### config.mk
export PLATFORM = sky130hd
export DESIGN_NAME = useq_top
export DESIGN_NICKNAME = d
export VERILOG_FILES = /design/src/rtl/useq_pkg.sv /design/src/rtl/useq_rom.sv /design/src/rtl/useq_dpath.sv /design/src/rtl/useq_top.sv
export SDC_FILE = /design/constraint.sdc
export NUM_CORES = 1
export LEC_CHECK = 0
export ABC_CLOCK_PERIOD_IN_PS = 3400
export BUFFER_PORTS_ARGS = -buffer_cell sky130_fd_sc_hd__buf_2
export CORE_MARGIN = 2
export CORE_UTILIZATION = 55
export DETAILED_ROUTE_END_ITERATION = 16
export PLACE_DENSITY = 0.81
export SLEW_MARGIN = 20
export SYNTH_ARGS = -nofsm -noshare
export SYNTH_HDL_FRONTEND = slang
export SYNTH_HIERARCHICAL = 1
export SYNTH_SLANG_ARGS = --single-unit
### constraint.sdc
create_clock -name clk -period 3.4 [get_ports clk]
set_input_delay 0.17 -clock clk [delete_from_list [all_inputs] [get_ports clk]]
set_output_delay 0.17 -clock clk [all_outputs]
set_load 0.01 [all_outputs]
### src/rtl/useq_pkg.sv
package useq_pkg;

   typedef enum logic [2:0] {
      X_FETCH  = 3'd0,
      X_IDLE   = 3'd1,
      X_AB_HL  = 3'd2,
      X_VB_LD  = 3'd3,
      X_VB_INC = 3'd4,
      X_FLAGS  = 3'd5
   } xfer_t;

   typedef enum logic [1:0] {
      S_BOOT   = 2'd0,
      S_DECODE = 2'd1,
      S_EXEC   = 2'd2
   } seq_state_t;

   typedef struct packed {
      xfer_t xfer;
      logic  rd;
      logic  rd_ab;
      logic  wr;
   } uword_t;

   localparam uword_t W_FETCH  = '{xfer: X_FETCH,  rd: 1'b1, rd_ab: 1'b0, wr: 1'b0};
   localparam uword_t W_HL_RD  = '{xfer: X_AB_HL,  rd: 1'b1, rd_ab: 1'b1, wr: 1'b0};
   localparam uword_t W_LOAD   = '{xfer: X_VB_LD,  rd: 1'b0, rd_ab: 1'b0, wr: 1'b0};
   localparam uword_t W_INCR   = '{xfer: X_VB_INC, rd: 1'b0, rd_ab: 1'b0, wr: 1'b0};
   localparam uword_t W_FLG_WR = '{xfer: X_FLAGS,  rd: 1'b0, rd_ab: 1'b0, wr: 1'b1};

endpackage

### src/rtl/useq_rom.sv
module useq_rom
   import useq_pkg::*;
#(
   parameter int         OP_W      = 8,
   parameter int         STEP_W    = 4,
   parameter int         MAX_STEPS = 10,
   parameter logic [7:0] INC_OP    = 8'h34
) (
   input  logic [OP_W-1:0]   opcode,
   input  logic [STEP_W-1:0] step,
   output uword_t            word
);
   localparam int ROM_AW = OP_W + STEP_W;

   uword_t inc_prog [MAX_STEPS];

   for (genvar s = 0; s < MAX_STEPS; s++) begin : g_prog
      if (s == 0)      begin : g_s0 assign inc_prog[s] = W_HL_RD;  end
      else if (s == 1) begin : g_s1 assign inc_prog[s] = W_LOAD;   end
      else if (s == 2) begin : g_s2 assign inc_prog[s] = W_INCR;   end
      else if (s == 3) begin : g_s3 assign inc_prog[s] = W_FLG_WR; end
      else             begin : g_pad assign inc_prog[s] = W_FETCH; end
   end

   logic [ROM_AW-1:0] idx;
   assign idx = {opcode, step};

   always_comb begin
      word = W_FETCH;
      if (idx[ROM_AW-1:STEP_W] == OP_W'(INC_OP) && int'(idx[STEP_W-1:0]) < MAX_STEPS)
         word = inc_prog[idx[STEP_W-1:0]];
   end

   // no ROM word asks for a read and a write on the same boundary
   always_comb begin
      p_word_excl_r7: assert (!(word.rd && word.wr));
   end
endmodule

### src/rtl/useq_dpath.sv
module useq_dpath
   import useq_pkg::*;
#(
   parameter int ADDR_W   = 16,
   parameter int DATA_W   = 8,
   parameter int RESET_PC = 0
) (
   input  logic              clk,
   input  logic              rst_n,
   input  xfer_t             xfer,
   input  logic              pc_step,
   input  logic [ADDR_W-1:0] hl,
   input  logic [DATA_W-1:0] rdata,
   output logic [ADDR_W-1:0] ab_nxt,
   output logic [ADDR_W-1:0] pc_q,
   output logic [DATA_W-1:0] vb_q,
   output logic              zero_q
);
   logic [ADDR_W-1:0] ab_q;

   assign ab_nxt = (xfer == X_AB_HL) ? hl : ab_q;

   always_ff @(posedge clk or negedge rst_n) begin
      if (!rst_n) begin
         ab_q   <= '0;
         pc_q   <= ADDR_W'(RESET_PC);
         vb_q   <= '0;
         zero_q <= 1'b0;
      end else begin
         ab_q <= ab_nxt;
         if (pc_step) pc_q <= pc_q + 1'b1;
         case (xfer)
            X_VB_LD:  vb_q <= rdata;
            X_VB_INC: vb_q <= vb_q + 1'b1;
            X_FLAGS:  zero_q <= (vb_q == '0);
            default:  ;
         endcase
      end
   end

   // every fetch moves the program counter on by one
   p_pc_advance_r2: assert property (@(posedge clk) disable iff (!rst_n)
      pc_step |=> (pc_q == $past(pc_q) + 1'b1));
endmodule

### src/rtl/useq_top.sv
module useq_top
   import useq_pkg::*;
#(
   parameter int         ADDR_W    = 16,
   parameter int         DATA_W    = 8,
   parameter int         STEP_W    = 4,
   parameter int         MAX_STEPS = 10,
   parameter int         RESET_PC  = 0,
   parameter logic [7:0] INC_OP    = 8'h34
) (
   input  logic              clk,
   input  logic              rst_n,
   input  logic [15:0]       hl_i,
   input  logic [7:0]        mem_rdata_i,
   output logic [15:0]       mem_addr_o,
   output logic              mem_rd_o,
   output logic              mem_we_o,
   output logic [7:0]        mem_wdata_o,
   output logic              zero_o
);
   localparam int STEP_LIM = 1 << STEP_W;

   initial begin : elab_chk
      if (MAX_STEPS < 5 || MAX_STEPS >= STEP_LIM)
         $fatal(1, "MAX_STEPS must be in 5..2**STEP_W-1");
      if (ADDR_W != 16 || DATA_W != 8)
         $fatal(1, "port widths fixed at 16-bit address, 8-bit data");
   end

   seq_state_t        st_q;
   logic [DATA_W-1:0] ir_q;
   logic [STEP_W-1:0] step_q;
   uword_t            word;
   logic              exec, is_fetch, use_ab;
   xfer_t             xfer;
   logic [ADDR_W-1:0] ab_nxt, pc_q;
   logic [DATA_W-1:0] vb_q;

   useq_rom #(.OP_W(DATA_W), .STEP_W(STEP_W), .MAX_STEPS(MAX_STEPS), .INC_OP(INC_OP))
      rom_i (.opcode(ir_q), .step(step_q), .word(word));

   assign exec     = (st_q == S_EXEC);
   assign is_fetch = (st_q == S_BOOT) || (exec && word.xfer == X_FETCH);
   assign xfer     = exec ? word.xfer : X_IDLE;
   assign use_ab   = exec && ((word.rd && word.rd_ab) || word.wr);

   useq_dpath #(.ADDR_W(ADDR_W), .DATA_W(DATA_W), .RESET_PC(RESET_PC))
      dp_i (.clk(clk), .rst_n(rst_n), .xfer(xfer), .pc_step(is_fetch), .hl(hl_i),
            .rdata(mem_rdata_i), .ab_nxt(ab_nxt), .pc_q(pc_q), .vb_q(vb_q),
            .zero_q(zero_o));

   assign mem_rd_o    = is_fetch || (exec && word.rd);
   assign mem_we_o    = exec && word.wr;
   assign mem_addr_o  = use_ab ? ab_nxt : pc_q;
   assign mem_wdata_o = vb_q;

   always_ff @(posedge clk or negedge rst_n) begin
      if (!rst_n) begin
         st_q   <= S_BOOT;
         ir_q   <= '0;
         step_q <= '0;
      end else begin
         case (st_q)
            S_BOOT:   st_q <= S_DECODE;
            S_DECODE: begin
               ir_q   <= mem_rdata_i;
               step_q <= '0;
               st_q   <= S_EXEC;
            end
            default: begin
               if (is_fetch) begin
                  step_q <= '0;
                  st_q   <= S_DECODE;
               end else begin
                  step_q <= step_q + 1'b1;
               end
            end
         endcase
      end
   end

   // single-port RAM never sees read and write together
   p_rd_wr_excl_r7: assert property (@(posedge clk) disable iff (!rst_n)
      !(mem_rd_o && mem_we_o));

   // step index stays inside the sequence length
   p_step_bound_r8: assert property (@(posedge clk) disable iff (!rst_n)
      exec |-> (int'(step_q) < MAX_STEPS));

   // written byte is the value buffer one step earlier, plus one
   p_wdata_incr_r4: assert property (@(posedge clk) disable iff (!rst_n)
      mem_we_o |-> (mem_wdata_o == 8'($past(vb_q) + 1'b1)));

   // zero flag follows the byte just written
   p_zero_track_r5: assert property (@(posedge clk) disable iff (!rst_n)
      $past(mem_we_o) |-> (zero_o == ($past(mem_wdata_o) == 8'h00)));
endmodule

Word level (Yosys, flattened, before mapping) --
Memories as Yosys holds them, arrays and structs flattened. Index checks and enable logic that the tools add are counted.
Word-level totals: bits of input ports 26, memories 1, bits in registers 55, ROM bits 96, output and inout bits 27, word-level logic and storage cells 46
Cells by class: $lt $le $gt $ge 2, equal/unequal tests 7, reductions and logical operators 14, muxes and demuxes 11, bitwise operators 1, $add $sub $neg 3
Memories:
- (name not given) | depth 16, width 6, rd ports 1, clocked after memory_dff 0, wr ports 0, RTL line useq_rom.sv:31 | word = inc_prog[idx[STEP_W-1:0]];
Operator list (count):
- $mux W16 | 2
- $mux W6 | 3
- $add A16 B1 Y16 const B | 1
- $pmux W8 S2 | 1
- $add A8 B1 Y8 const B | 1
- $eq A8 B6 Y1 const B | 1
- $logic_not A8 Y1 | 1
- $pmux W4 S2 | 1
- $eq A3 B2 Y1 const B | 2
- $eq A3 B3 Y1 const B | 2
- $logic_and A1 B1 Y1 | 6
- $ge A5 B5 Y1 const B | 1
- $not A4 Y5 | 1
- $add A4 B1 Y4 const B | 1
- $lt A4 B4 Y1 const B | 1
- $mux W4 | 1
- $pmux W2 S2 | 1
- $logic_not A3 Y1 | 1
- $logic_or A1 B1 Y1 | 3
- $mux W3 | 1
- $reduce_bool A3 Y1 | 1
- $eq A2 B1 Y1 const B | 1
- $eq A2 B2 Y1 const B | 1
- $logic_not A2 Y1 | 1
- 2 further kinds | 2

Longest topological paths before layout --
word-level depth 10, depth in mapped cells 9, mapped depth without buffers 7

Modules after synthesis --
Netlist, hierarchy kept.
By module, submodules not included:
- useq_dpath | cells an instance 155, sequential area each 1026.0 µm², instances 1, area an instance 1840.5 µm²
- useq_top | cells an instance 69, sequential area each 350.3 µm², instances 1, area an instance 877.1 µm²
- useq_rom | cells an instance 14, sequential area each 0.0 µm², instances 1, area an instance 98.8 µm²

Worst setup path after synthesis --
Ideal clock, no wire load.
path kind register to output, start point register ir_q[1], end point output port mem_addr_o[10], setup slack 0.467 ns, arrival 2.763 ns, buffers on the path 2, cell stages (with the launch flop) 10, required time 3.230 ns, cell sequence dfrtp_1 > or4b_1 > buf_2 > nor4_1 > and2_2 > inv_1 > nor3_2 > buf_4 > mux2_2 > mux2_4
RTL lines:
- start, declared | RTL line useq_top.sv:31 | logic [DATA_W-1:0] ir_q;
- start signal, assigned | RTL line useq_top.sv:66 | ir_q <= mem_rdata_i;
- end, declared | RTL line useq_top.sv:15 | output logic [15:0] mem_addr_o,

==> results.toml <==
[run_status]
status = "finished, final reports clean"

[power_and_ir_drop]
swShare_pct = 33.1
ir_drop_v = 0.000384
power.leakage_nw = 1.55
power_density_mw_per_mm2 = 577
clkPwrFrac_pct = 20.1
power_mw = 1.88
pwr-share-comb_pct = 29.7
p_switching_mw = 0.620
p_int_mw = 1.25
p_seq_share_pct = 50.2

[clocking]
cts_tree = "yes"
cts_buffer_depth = 2
clk_latency_ns = 0.31
cts_root_buf = "clkbuf_8"
clock_sink_count = 55
cts_made_buffers = 5
htree_levels = 2
cts_setup_buffers = 0
cts.clk_slew.worst_paths_ns = 0.10

[detailed_routing]
dr.pass1.iters = 4
initialDrtViolationCount = 200
ant_nets = 0
routed_via_density = 5.42
wirelength_um = 5350
drc_errors = 0
avgRoutedWirePerCell_um = 14.6
num_vias = 1979

[critical_path]
startpoint_type = "register"
setup.reg_to_reg.worst_slack_ns = 0.67
crit_path_end_kind = "primary output"
endpoint = "mem_addr_o[4]"
crit_type = "register to primary output"
cp.required_ns = 3.23
r2r-start = "ir_q[1]"
r2r-end = "dp_i/vb_q[5]"
cp-startpoint = "ir_q[1]"
path_max_fanout = 16
arrival_ns = 3.05
worstRegToRegCells = 6

[logic_synthesis]
ys_warn_count = 6
syn-instance-count = 238
synth-seq-cells = 55
synth_top_area_share_pct = 48.9
ys_top_cells_by_area = "dfrtp_1, mux2_2, mux2_4, xor2_1, nand2_1"
synth-edff-count = 0
async_reset_ff_share_pct = 100
netlist_area_mm2 = 0.00282
dominantRegCellSynth = "dfrtp_1"
synth_nets = 268
yosys.area.top_type = "dfrtp_1"
syn_avg_cell_area_um2 = 11.8
ys_seq_area_share_pct = 48.9
synth_cell_types = 52

[floorplanning]
core-area_mm2 = 0.00501
ios = 53
dieHeight_um = 75.6
rows = 26
start_util_pct = 56.2
die-area_mm2 = 0.00571
die_width_um = 75.6

[place]
hpwl_um = 3940
io_buffers = 52
dpl_worst_slack_ns = 0.379
globalplace.congestion = 0.802
place_inst = 356
dpl_cell_area_mm2 = 0.00313

[timing]
finalCritPeriodShare_pct = 94.7
fmax_ghz = 0.310
final.setup.tns_ns = 0
fin_crit_ns = 3.22
layout_setup_ws_ns = 0.179
holdWs_ns = 0.0980
clock_skew_ns = 0.00550
tightest_slew_ns = 0.758
grt_setup_unrepaired = "false"
report.final.slew_viol_count = 0
final-hold-violation-count = 0
setup_viol = 0
slew_headroom_pct = 49.5

[final_layout]
post_route_cells_drive_above_1_share_pct = 39.3
post-route-util_pct = 64.8
stdcell_area_mm2 = 0.00325
area_growth_pct = 15.3
fillers = 419
diodes = 0
final_cells = 365
fin_nets = 324

[global_route]
grt_max_degree = 36
grt.overflow.total = 0
antenna_found_initial = 0
grt_pass1_vias = 1824
grt_use_total_pct = 20.1
grt_pass1_wl_um = 8420

[job]
cap_viol_max_count = 0

[hold_path]
whs_path_depth = 2
hold_class = "input port to register"
==> worst min path at each step <==
stage | endpoint | slack (ns) | startpoint
3_3_place_gp | ir_q[5] | 0.28 | rst_n
3_5_place_dp | step_q[1] | 0.28 | rst_n
4_1_cts | dp_i/ab_q[13] | 0.09 | hl_i[13]
2_1_floorplan | dp_i/ab_q[0] | -0.13 | rst_n
6_report | dp_i/ab_q[5] | 0.1 | hl_i[5]
5_1_grt | dp_i/ab_q[13] | 0.09 | hl_i[13]
==> cell usage in the layout, fill, tap and decap left out, types with 2 or more instances in the layout <==
cell type  count
nor4_1         8
mux2_4        10
nand2_1       19
buf_2         52
inv_1          8
and2_1         2
buf_4          2
and2_2         3
and3_1         2
clkbuf_8       6
xor2_1        12
o21ai_0        7
nor2_1         9
mux2_2        31
nor2b_4        2
a311oi_1       3
dfrtp_1       55
or3_1          2
ha_1           4
xnor2_1        5
nor3_1         6
nand3b_1       2
o211ai_1       3
nand3_1        4
nand4_1        8
a21oi_1        2
==> cell usage after synthesis, types with 2 or more instances <==
master	number
dfrtp_1	55
mux2_2	31
nand2_1	19
xor2_1	12
mux2_4	10
nor2_1	9
nor4_1	9
inv_1	8
nand4_1	8
o21ai_0	7
nor3_1	6
xnor2_1	5
ha_1	4
nand3_1	4
a311oi_1	3
and2_2	3
o211ai_1	3
a21oi_1	2
and2_1	2
and3_1	2
buf_2	2
nand3b_1	2
nor2b_4	2
or3_1	2
==> sequential cells by signal, indices dropped and copies added (netlist names) <==
name and count:
st_q 2, step_q 4, dp_i/ab_q 16, dp_i/zero_q 1, dp_i/vb_q 8, dp_i/pc_q 16
ir_q 8
==> critical path, cell delays in order, from the launching register on <==
cell and delay [ns]:
dfrtp_1 0.40, or4b_4 0.59, nor4_2 0.25, and2_2 0.25, inv_1 0.08, nor3_2 0.19
buf_6 0.21, mux2_2 0.36, mux2_2 0.27, buf_2 0.14
==> logic make-up (layout without fill, tap and decap cells) <==
logic type / count (synthesis) / count (layout) / share of synthesized area, %
buf+inv: 15 / 72 / 3.11
fa+ha+maj: 4 / 4 / 1.78
flops: 55 / 55 / 48.9
compound gates: 24 / 24 / 5.91
xor+xnor: 17 / 17 / 5.29
mux: 41 / 41 / 17.7
simple gates: 82 / 82 / 17.3
==> power by group through the flow <==
stage / sequential, mW / combinational, mW / clock (mW)
final: 0.941 / 0.557 / 0.377
after detailed placement: 0.949 / 0.552 / 0
after global placement: 0.943 / 0.538 / 0
after global routing: 0.957 / 0.627 / 0.412
after CTS: 0.935 / 0.556 / 0.389
after floorplan: 0.919 / 0.397 / 0
==> per-layer routing <==
layer | vias to the layer above | GRT usage, % | routed length (um)
met2 | 44 | 30.3 | 2360
li1 | 977 | - | -
met4 | 0 | 7.21 | 84
met3 | 8 | 5.16 | 219
met1 | 950 | 28.2 | 2680
met5 | - | 0 | 0
==> layout make-up <==
cell class | instances | area (um^2) | share of cell area, %
inverters | 8 | 30.0 | 0.924
flip-flops and latches | 55 | 1380 | 42.4
clock inverters | 1 | 8.76 | 0.270
well taps | 70 | 87.6 | 2.70
clock buffers | 7 | 86.3 | 2.66
repair buffers | 56 | 297 | 9.13
multi-input cells | 168 | 1360 | 41.9
==> timing repair <==
item                                    CTS  global route
hold buffers                              1             0
endpoints found under the setup margin    0            16
hold endpoints to repair                 34             0
gates resized for setup                   0             3
No activity file was read; power rests on OpenSTA's default activity.
